**config.mk**
```make
export PLATFORM = sky130hd
export DESIGN_NAME = dram_init_cmdgen
export DESIGN_NICKNAME = d
export VERILOG_FILES = /design/src/rtl/dicg_pkg.sv /design/src/rtl/dicg_mode_reg.sv /design/src/rtl/dicg_lp_seq.sv /design/src/rtl/dicg_cmd_gen.sv /design/src/rtl/dram_init_cmdgen.sv
export SDC_FILE = /design/constraint.sdc
export NUM_CORES = 1
export LEC_CHECK = 0
export BUFFER_PORTS_ARGS = -buffer_cell sky130_fd_sc_hd__clkbuf_2
export CAP_MARGIN = 15
export CORE_MARGIN = 4
export CORE_UTILIZATION = 44
export DETAILED_ROUTE_END_ITERATION = 6
export MAX_ROUTING_LAYER = met4
export PLACE_DENSITY = 0.85
export SLEW_MARGIN = 20
export SYNTH_ARGS = -nofsm -noshare
export SYNTH_HDL_FRONTEND = slang
export SYNTH_SLANG_ARGS = --single-unit
```
**constraint.sdc**
```tcl
create_clock -name clk -period 2.5 [get_ports clk]
set_input_delay 0.375 -clock clk [delete_from_list [all_inputs] [get_ports clk]]
set_output_delay 0.375 -clock clk [all_outputs]
set_load 0.1 [all_outputs]
```
**src/rtl/dicg_pkg.sv**
```systemverilog
package dicg_pkg;

  typedef enum logic [2:0] {
    MD_RESET  = 3'b000,
    MD_NOP    = 3'b001,
    MD_PREALL = 3'b010,
    MD_LOADMR = 3'b011,
    MD_RSV4   = 3'b100,
    MD_RSV5   = 3'b101,
    MD_REFR   = 3'b110,
    MD_RUN    = 3'b111
  } mode_e;

  typedef enum logic [1:0] {
    LP_RUN,
    LP_DRAIN,
    LP_SLEEP,
    LP_WAKE
  } lp_e;

  // {cs_n, ras_n, cas_n, we_n}
  localparam logic [3:0] PIN_NOP = 4'b0111;
  localparam logic [3:0] PIN_PRE = 4'b0010;
  localparam logic [3:0] PIN_LMR = 4'b0000;
  localparam logic [3:0] PIN_REF = 4'b0001;

  function automatic logic mode_forces(input mode_e m);
    return (m == MD_NOP) || (m == MD_PREALL) || (m == MD_LOADMR) || (m == MD_REFR);
  endfunction

  function automatic logic [3:0] mode_pins(input mode_e m);
    case (m)
      MD_PREALL: return PIN_PRE;
      MD_LOADMR: return PIN_LMR;
      MD_REFR:   return PIN_REF;
      default:   return PIN_NOP;
    endcase
  endfunction

endpackage

```
**src/rtl/dicg_mode_reg.sv**
```systemverilog
module dicg_mode_reg
  import dicg_pkg::*;
(
  input  logic       clk,
  input  logic       rst_n,
  input  logic       cfg_wr,
  input  logic [2:0] cfg_wdata,
  output mode_e      mode_q,
  output logic       cke_armed
);

  always_ff @(posedge clk or negedge rst_n) begin
    if (!rst_n) begin
      mode_q    <= MD_RESET;
      cke_armed <= 1'b0;
    end else if (cfg_wr) begin
      mode_q <= mode_e'(cfg_wdata);
      if (cfg_wdata != 3'b000) cke_armed <= 1'b1;
    end
  end

endmodule

```
**src/rtl/dicg_lp_seq.sv**
```systemverilog
module dicg_lp_seq
  import dicg_pkg::*;
#(
  parameter int EXIT_NOPS = 8
) (
  input  logic clk,
  input  logic rst_n,
  input  logic lp_req,
  input  logic pend_busy,
  output lp_e  state_q,
  output logic sleep_enter
);

  localparam int CW = $clog2(EXIT_NOPS + 1);
  localparam logic [CW-1:0] LAST = CW'(EXIT_NOPS - 1);

  logic [CW-1:0] cnt_q;

  assign sleep_enter = (state_q == LP_DRAIN) && !pend_busy;

  always_ff @(posedge clk or negedge rst_n) begin
    if (!rst_n) begin
      state_q <= LP_RUN;
      cnt_q   <= '0;
    end else begin
      case (state_q)
        LP_RUN:   if (lp_req) state_q <= LP_DRAIN;
        LP_DRAIN: if (!pend_busy) state_q <= LP_SLEEP;
        LP_SLEEP: if (!lp_req) begin
          state_q <= LP_WAKE;
          cnt_q   <= '0;
        end
        LP_WAKE: begin
          if (cnt_q == LAST) state_q <= LP_RUN;
          else cnt_q <= cnt_q + 1'b1;
        end
        default: state_q <= LP_RUN;
      endcase
    end
  end

endmodule

```
**src/rtl/dicg_cmd_gen.sv**
```systemverilog
module dicg_cmd_gen
  import dicg_pkg::*;
#(
  parameter int ROW_W = 14
) (
  input  logic             clk,
  input  logic             rst_n,
  input  logic             issue,
  input  logic             sleep_enter,
  input  mode_e            mode,
  input  logic [12:0]      ha_hi,    // host address bits [15:3]
  output logic [3:0]       pins_q,
  output logic [ROW_W-1:0] addr_q,
  output logic [1:0]       ba_q,
  output logic             ack_q
);

  function automatic logic [ROW_W-1:0] row_for(input mode_e m, input logic [12:0] h);
    logic [ROW_W-1:0] a;
    a = '0;
    if (m == MD_PREALL) a[10] = 1'b1;
    if (m == MD_LOADMR) begin
      a[9:0] = h[9:0];
      a[11]  = h[10];
    end
    return a;
  endfunction

  always_ff @(posedge clk or negedge rst_n) begin
    if (!rst_n) begin
      pins_q <= PIN_NOP;
      addr_q <= '0;
      ba_q   <= '0;
      ack_q  <= 1'b0;
    end else if (sleep_enter) begin
      pins_q <= PIN_REF;
      addr_q <= '0;
      ba_q   <= '0;
      ack_q  <= 1'b0;
    end else if (issue) begin
      pins_q <= mode_pins(mode);
      addr_q <= row_for(mode, ha_hi);
      ba_q   <= (mode == MD_LOADMR) ? ha_hi[12:11] : 2'b00;
      ack_q  <= 1'b1;
    end else begin
      pins_q <= PIN_NOP;
      addr_q <= '0;
      ba_q   <= '0;
      ack_q  <= 1'b0;
    end
  end

endmodule

```
**src/rtl/dram_init_cmdgen.sv**
```systemverilog
module dram_init_cmdgen
  import dicg_pkg::*;
#(
  parameter int HA_W      = 32,
  parameter int ROW_W     = 14,
  parameter int RANKS     = 2,
  parameter int EXIT_NOPS = 8
) (
  input  logic             clk,
  input  logic             rst_n,
  input  logic             cfg_wr,
  input  logic [2:0]       cfg_wdata,
  output logic [2:0]       mode_rd,
  input  logic [1:0]       strap_type,
  output logic [1:0]       mem_type,
  input  logic             host_req,
  input  logic [HA_W-1:0]  host_addr,
  output logic             host_ack,
  output logic             fwd_req,
  output logic [HA_W-1:0]  fwd_addr,
  input  logic             fwd_ack,
  input  logic             lp_req,
  input  logic             pend_busy,
  output logic [RANKS-1:0] dram_cke,
  output logic             dram_cs_n,
  output logic             dram_ras_n,
  output logic             dram_cas_n,
  output logic             dram_we_n,
  output logic [ROW_W-1:0] dram_addr,
  output logic [1:0]       dram_ba
);

  mode_e      mode_q;
  lp_e        lp_state;
  logic       ev_cke_armed;
  logic       ev_sleep_enter;
  logic       ev_issue;
  logic       ev_ack_q;
  logic       ev_run;
  logic       ev_wake;
  logic       ev_asleep;
  logic [3:0] pins;

  dicg_mode_reg u_mode (
    .clk       (clk),
    .rst_n     (rst_n),
    .cfg_wr    (cfg_wr),
    .cfg_wdata (cfg_wdata),
    .mode_q    (mode_q),
    .cke_armed (ev_cke_armed)
  );

  dicg_lp_seq #(.EXIT_NOPS(EXIT_NOPS)) u_lp (
    .clk         (clk),
    .rst_n       (rst_n),
    .lp_req      (lp_req),
    .pend_busy   (pend_busy),
    .state_q     (lp_state),
    .sleep_enter (ev_sleep_enter)
  );

  assign ev_run    = (lp_state == LP_RUN) && !lp_req;
  assign ev_wake   = (lp_state == LP_WAKE);
  assign ev_asleep = (lp_state == LP_SLEEP);
  assign ev_issue  = host_req && ev_run && !ev_ack_q && (mode_q != MD_RUN);

  dicg_cmd_gen #(.ROW_W(ROW_W)) u_cmd (
    .clk         (clk),
    .rst_n       (rst_n),
    .issue       (ev_issue),
    .sleep_enter (ev_sleep_enter),
    .mode        (mode_q),
    .ha_hi       (host_addr[15:3]),
    .pins_q      (pins),
    .addr_q      (dram_addr),
    .ba_q        (dram_ba),
    .ack_q       (ev_ack_q)
  );

  assign fwd_req  = host_req && ev_run && (mode_q == MD_RUN);
  assign fwd_addr = host_addr;
  assign host_ack = ev_ack_q || (fwd_req && fwd_ack);

  assign dram_cke = {RANKS{ev_cke_armed && !ev_asleep}};
  assign {dram_cs_n, dram_ras_n, dram_cas_n, dram_we_n} = pins;

  assign mode_rd  = mode_q;
  assign mem_type = strap_type;

endmodule

```
==> key figures, run 1 <==
Power and ir drop
  • Worst vdd ir: 0.0002861 V
  • Comb pwr share: 47.7%
  • P_int: 0.8659 mW
  • Pwr Total: 1.632 mW
  • Clock Power Share: 18.3%
  • Psw: 0.7662 mW
  • Switching fraction of total power: 46.95%
  • Leakage: 0.9104 nW
  • Sequential group share of total power: 34.0%
  • Pwr/cell area: 993.4 nW/µm²

Setup path
  • Master of the slowest instance on the critical path: clkbuf_2
  • CP Cell Sequence: inv_1, ha_1, nand3b_1, nor2_4, a21o_2, clkbuf_2
  • Family with the most delay on the worst path: buffers and inverters
  • CP Launch Type: flip-flop
  • FF-to-FF End: u_lp.state_q[1]
  • Crit-path max FO: 4
  • Critical path class: flip-flop to output pin
  • Reg2Reg Launch Point: u_lp.state_q[0]
  • Register-to-register setup slack: 0.69 ns
  • WP data arrival: 1.88 ns
  • CP required: 2.12 ns
  • R2R depth: 5
  • Crit path buf inv count: 2
  • Max incr delay on CP: 0.44 ns
  • Crit path capture type: output pin

Layout
  • Ant. Diodes: 0
  • Final Non-Filler Cells: 207
  • Post-route cell area: 1643 µm²
  • Final core utilization: 49.23%
  • Layout area overhead: 8.066%
  • Nets: 211
  • Fraction of layout instances using a drive strength above 1: 47.83%

Drt
  • Vias per cell: 4.802
  • Wire per inst: 13.92 µm
  • DRT iter0 DRCs: 58
  • WL final: 2881 µm
  • ANT nets after route: 0
  • Via Count: 994
  • Router iterations before antenna repair: 4
  • DRC viols: 0

STA
  • Fin crit share: 90.03%
  • Rel. slew slack: 54.96%
  • Clock Skew: 0.004718 ns
  • Final worst path period need: 2.251 ns
  • Final setup margin: 0.2491 ns
  • Final setup vio count: 0
  • RSZ-0062 raised after global routing: no
  • Min Hold Slack: 0.04947 ns
  • Max Slew Vio Count: 0
  • Setup TNS: 0 ns
  • Tightest Pin Transition: 0.6756 ns
  • Fmax: 444.3 MHz
  • Final Hold Viols: 0

Clocking
  • CTS tree: built
  • CTS H-tree lvls: 1
  • CTS Buf Count: 3
  • Clk buf depth: 2
  • CTS root buffer: clkbuf_4
  • Clock slew at reported path FFs: 0.15 ns
  • Resized cells post-CTS: 0
  • Post-CTS Setup Bufs: 0
  • Sink Count: 28
  • Hold Buf Count CTS: 0
  • Clock Latency Late Sink: 0.33 ns

Yosys
  • Synth Area per Inst: 11.10 µm²
  • Register area share after synthesis: 46.34%
  • Post-synth top flop: dfrtp_1
  • Synth Cell Area: 1520 µm²
  • EDFF count, synth: 0
  • Syn Inst Count: 137
  • Warning count from the yosys run: 0
  • #FFs+latches synth: 28
  • Synth top area cells: dfrtp_1 (41%), buf_4 (19%), and3_1 (5.3%)
  • Yosys cell types: 36
  • Yosys top cell by area: dfrtp_1
  • Post-synth top area share: 41.15%
  • Synth async-reset ratio: 100.0%

Global routing
  • First-pass GRT wire length: 4533 µm
  • Vias in the first global route: 982
  • GR Util All Layers: 13.54%
  • Largest net degree at the start of global routing: 29
  • GRT overflow: 0
  • Initial antenna violation count: 0

Outcome
  • Status: completed

Placed design
  • # port buffers: 59
  • DP Wirelength: 2246 µm
  • Placed Cells: 203
  • Final GP Congestion: 0.7382
  • Post-place setup slack: 0.6167 ns
  • Post-DP Area: 1590 µm²

Floorplan
  • Die height: 66.78 µm
  • Die X: 66.78 µm
  • Std-Cell Rows: 21
  • Core area: 3337 µm²
  • Initial Utilization: 45.56%
  • Die area: 4460 µm²
  • IO Pins: 105

Run
  • Max-cap violation count: 0

Min path
  • Worst hold path class: primary input to async pin
==> cells by family (layout without fill, tap and decap cells) <==
kind of cell | after synthesis | after routing | share of synthesized area, %
buffers and inverters | 46 | 68 | 21.32
AND/OR/NAND/NOR | 39 | 39 | 16.79
flip-flops | 28 | 28 | 46.34
AO/OA/AOI/OAI | 9 | 9 | 4.856
multiplexers | 8 | 8 | 5.761
adder cells (fa/ha/maj) | 5 | 5 | 4.115
other | 1 | 3 | 0.2467
XOR/XNOR | 1 | 1 | 0.5762
==> synth_stat cells, types with 2 or more instances <==
master and instances:
and2_1 2, nand3_1 3, ha_1 5, nand3b_1 3
buf_4 38, dfrtp_1 25, mux2_1 3, dfstp_2 3
clkbuf_1 2, nor3b_1 2, nor2b_1 3, and3_1 13
inv_1 3, nand2_1 3, a31oi_1 2, mux2_2 3
nor2_1 4, mux2i_1 2
==> how the worst max path moves through the flow <==
stage	from	depth (start not counted)	endpoint
after global placement	u_lp.state_q[0]	6	host_ack
final	u_lp.state_q[0]	6	host_ack
after global routing	u_lp.state_q[1]	6	host_ack
after detailed placement	u_lp.state_q[0]	6	host_ack
after floorplan	u_mode.mode_q[0]	4	host_ack
after CTS	u_lp.state_q[1]	6	host_ack
==> routing by layer <==
metal  share of wire [%]  vias to the layer above  GRT usage (%)
li1                    -                      467              -
met2                  49                       40          22.40
met4                 2.6                        0          4.315
met5                   0                        -              -
met1                  39                      469          15.78
met3                 9.3                       18          4.047
==> state kept, by name (all words and copies together), names as in the netlist <==
name and count:
u_mode.mode_q 3, u_lp.cnt_q 4, u_lp.state_q 2, u_cmd.addr_q 12
u_cmd.ba_q 2, u_cmd.pins_q 3, u_mode.cke_armed 1, u_cmd.ack_q 1
==> power groups by stage <==
stage	Clock, mW	Sequential [mW]	Combinational, mW
2_1_floorplan	0	0.693	0.710
3_3_place_gp	0	0.559	0.772
3_5_place_dp	0	0.564	0.788
4_1_cts	0.313	0.555	0.789
5_1_grt	0.325	0.564	0.828
6_report	0.298	0.554	0.779
==> placed cells by master (no fill, tap or decap), types with 2 or more instances in the layout <==
| cell | instances |
|---|---|
| nand2_1 | 3 |
| clkbuf_2 | 59 |
| a31oi_1 | 2 |
| mux2_2 | 3 |
| nand3b_1 | 3 |
| conb_1 | 3 |
| and3_1 | 13 |
| mux2_1 | 3 |
| inv_1 | 3 |
| and2_1 | 2 |
| ha_1 | 5 |
| nor3b_1 | 2 |
| mux2i_1 | 2 |
| nand3_1 | 3 |
| dfrtp_1 | 25 |
| clkbuf_4 | 3 |
| nor2_1 | 3 |
| nor2b_1 | 2 |
| dfstp_2 | 3 |
==> cell type report <==
cell class,count,area (µm²)
flip-flops and latches,28,704.4
inverters,4,15.01
well taps,46,57.56
clock inverters,1,30.03
multi-input cells,65,510.5
fillers,318,1694
clock buffers,3,22.52
repair buffers,60,302.8
No activity file was read; power rests on OpenSTA's default activity.
==> inputs of run 2 (changes only) <==
--- a/config.mk
+++ b/config.mk
@@ -5,7 +5,7 @@
 export SDC_FILE = /design/constraint.sdc
 export NUM_CORES = 1
 export LEC_CHECK = 0
-export BUFFER_PORTS_ARGS = -buffer_cell sky130_fd_sc_hd__clkbuf_2
+export BUFFER_PORTS_ARGS = -buffer_cell sky130_fd_sc_hd__buf_2
 export CAP_MARGIN = 15
 export CORE_MARGIN = 4
 export CORE_UTILIZATION = 44
==> key figures, run 2 (synthesized netlist as in run 1, its figures left out) <==
Power and ir drop
  • Pwr/cell area: 992.1 nW/µm² (was 993.4 nW/µm²)
  • Worst vdd ir: 0.0003612 V (was 0.0002861 V)
  • Leakage: 0.9121 nW (was 0.9104 nW)

Setup path
  • Crit path buf inv count: 2 (unchanged)
  • Critical path class: flip-flop to output pin (unchanged)
  • WP data arrival: 1.86 ns (was 1.88 ns)
  • Crit-path max FO: 4 (unchanged)
  • CP required: 2.12 ns (about the same)
  • CP Cell Sequence: inv_1, ha_1, nand3b_1, nor2_4, a21o_2, buf_2 (was inv_1, ha_1, nand3b_1, nor2_4, a21o_2, clkbuf_2)
  • CP Launch Type: flip-flop (unchanged)
  • Max incr delay on CP: 0.43 ns (was 0.44 ns)
  • Master of the slowest instance on the critical path: dfrtp_1 (was clkbuf_2)
  • Crit path capture type: output pin (unchanged)
  • Family with the most delay on the worst path: buffers and inverters (unchanged)

Layout
  • Max FFs per register: 12 (unchanged)
  • Ant. Diodes: 0 (unchanged)
  • # fillers: 324 (was 318)
  • Layout area overhead: 8.066% (unchanged)
  • Fraction of layout instances using a drive strength above 1: 47.83% (unchanged)
  • Largest regs: u_cmd.addr_q (12), u_lp.cnt_q (4) (unchanged)
  • Commonest non-fill, non-tap cell in the layout: buf_2 (was clkbuf_2)
  • Largest Register: u_cmd.addr_q (unchanged)
  • Most frequent cells in the layout: buf_2 (59), dfrtp_1 (25), and3_1 (13) (was clkbuf_2 (59), dfrtp_1 (25), and3_1 (13))
  • Nets: 211 (unchanged)
  • Final core utilization: 49.23% (unchanged)

Clocking
  • Resized cells post-CTS: 0 (unchanged)
  • Clk buf depth: 2 (unchanged)
  • CTS root buffer: clkbuf_4 (unchanged)
  • CTS tree: built (unchanged)
  • Clock Latency Late Sink: 0.33 ns (about the same)
  • Hold Buf Count CTS: 0 (unchanged)
  • Sink Count: 28 (unchanged)
  • Post-CTS Setup Bufs: 0 (unchanged)
  • Clock slew at reported path FFs: 0.16 ns (was 0.15 ns)
  • CTS H-tree lvls: 1 (unchanged)
  • CTS Buf Count: 3 (unchanged)

Floorplan
  • Die height: 66.78 µm (unchanged)
  • Initial Utilization: 45.56% (unchanged)
  • Std-Cell Rows: 21 (unchanged)
  • Die X: 66.78 µm (unchanged)
  • Core area: 3337 µm² (unchanged)
  • Die area: 4460 µm² (unchanged)
  • IO Pins: 105 (unchanged)

Drt
  • Wire per inst: 13.80 µm (was 13.92 µm)
  • WL final: 2857 µm (was 2881 µm)
  • DRT iter0 DRCs: 48 (was 58)
  • DRC viols: 0 (unchanged)
  • ANT nets after route: 0 (unchanged)
  • Vias per cell: 4.797 (was 4.802)
  • Via Count: 993 (was 994)
  • Router iterations before antenna repair: 4 (unchanged)

STA
  • Fmax: 447.1 MHz (was 444.3 MHz)
  • RSZ-0062 raised after global routing: no (unchanged)
  • Max Slew Vio Count: 0 (unchanged)
  • Fin crit share: 89.47% (was 90.03%)
  • Final setup vio count: 0 (unchanged)
  • Min Hold Slack: 0.02849 ns (was 0.04947 ns)
  • Rel. slew slack: 60.01% (was 54.96%)
  • Tightest Pin Transition: 0.5999 ns (was 0.6756 ns)
  • Final worst path period need: 2.237 ns (was 2.251 ns)
  • Final Hold Viols: 0 (unchanged)
  • Clock Skew: 0.003634 ns (was 0.004718 ns)

Global routing
  • GRT overflow: 0 (unchanged)
  • First-pass GRT wire length: 4374 µm (was 4533 µm)
  • Initial antenna violation count: 0 (unchanged)
  • Vias in the first global route: 933 (was 982)
  • GR Util All Layers: 13.31% (was 13.54%)
  • Largest net degree at the start of global routing: 29 (unchanged)

Outcome
  • Status: completed (unchanged)

Placed design
  • # port buffers: 59 (unchanged)
  • Final GP Congestion: 0.7485 (was 0.7382)
  • DP Wirelength: 2222 µm (was 2246 µm)

Run
  • Max-cap violation count: 0 (unchanged)

Min path
  • Worst hold path class: primary input to async pin (unchanged)
[run 2: routing by layer]
layer  GRT usage (%)  share of wire [%]  vias to the layer above
met5               -                  0                        -
met4           5.076                2.9                        0
met3           4.553                9.9                       18
met2           21.41                 50                       38
met1           15.34                 38                      465
li1                -                  -                      472
[run 2: area by class of cell]
class / instances / area, µm² / share of cell area (%)
Sequential cell: 28 / 704.4 / 42.88
Multi-Input combinational cell: 65 / 510.5 / 31.07
Timing Repair Buffer: 60 / 302.8 / 18.43
Tap cell: 46 / 57.56 / 3.503
Clock inverter: 1 / 30.03 / 1.828
Clock buffer: 3 / 22.52 / 1.371
Inverter: 4 / 15.01 / 0.9139
[run 2: power by group]
part           leakage (nW)  switching (mW)  internal, mW
Combinational         0.521           0.588         0.191
Clock                0.0279           0.136         0.162
Sequential            0.363          0.0381         0.514
Total                 0.912           0.763         0.867
[run 2: worst register-to-register path: stages, from the launching register on]
cell      delay (ns)
dfrtp_1         0.41
inv_1           0.09
ha_1            0.28
mux2_1          0.33
a221oi_2        0.26
mux2_1          0.35
[run 2: worst paths after layout]
check | slack, ns | to | start | cells past startpoint
worst max register to register | 0.68 | u_lp.state_q[1] | u_lp.state_q[0] | 5
worst min-delay path | 0.03 | u_mode.mode_q[0] | rst_n | 1
max in group asynchronous | 2.08 | u_lp.cnt_q[2] | rst_n | 1
worst min register to register | 0.49 | u_mode.cke_armed | u_mode.cke_armed | 1
min in group clk | 0.28 | u_cmd.addr_q[6] | host_addr[9] | 2
worst max-delay path | 0.26 | host_ack | u_lp.state_q[0] | 6
[run 2: metrics by stage]
stage / TNS, ns / setup slack, ns / total power, mW / instances / instance area (µm²)
after floorplan: -0.3515 / -0.3515 / 1.403 / 139 / 1539
after global placement: 0 / 0.6904 / 1.330 / 203 / 1590
after detailed placement: 0 / 0.6410 / 1.348 / 203 / 1590
after CTS: 0 / 0.2296 / 1.650 / 207 / 1643
after global routing: 0 / 0.1455 / 1.715 / 207 / 1643
final: 0 / 0.2632 / 1.630 / 207 / 1643
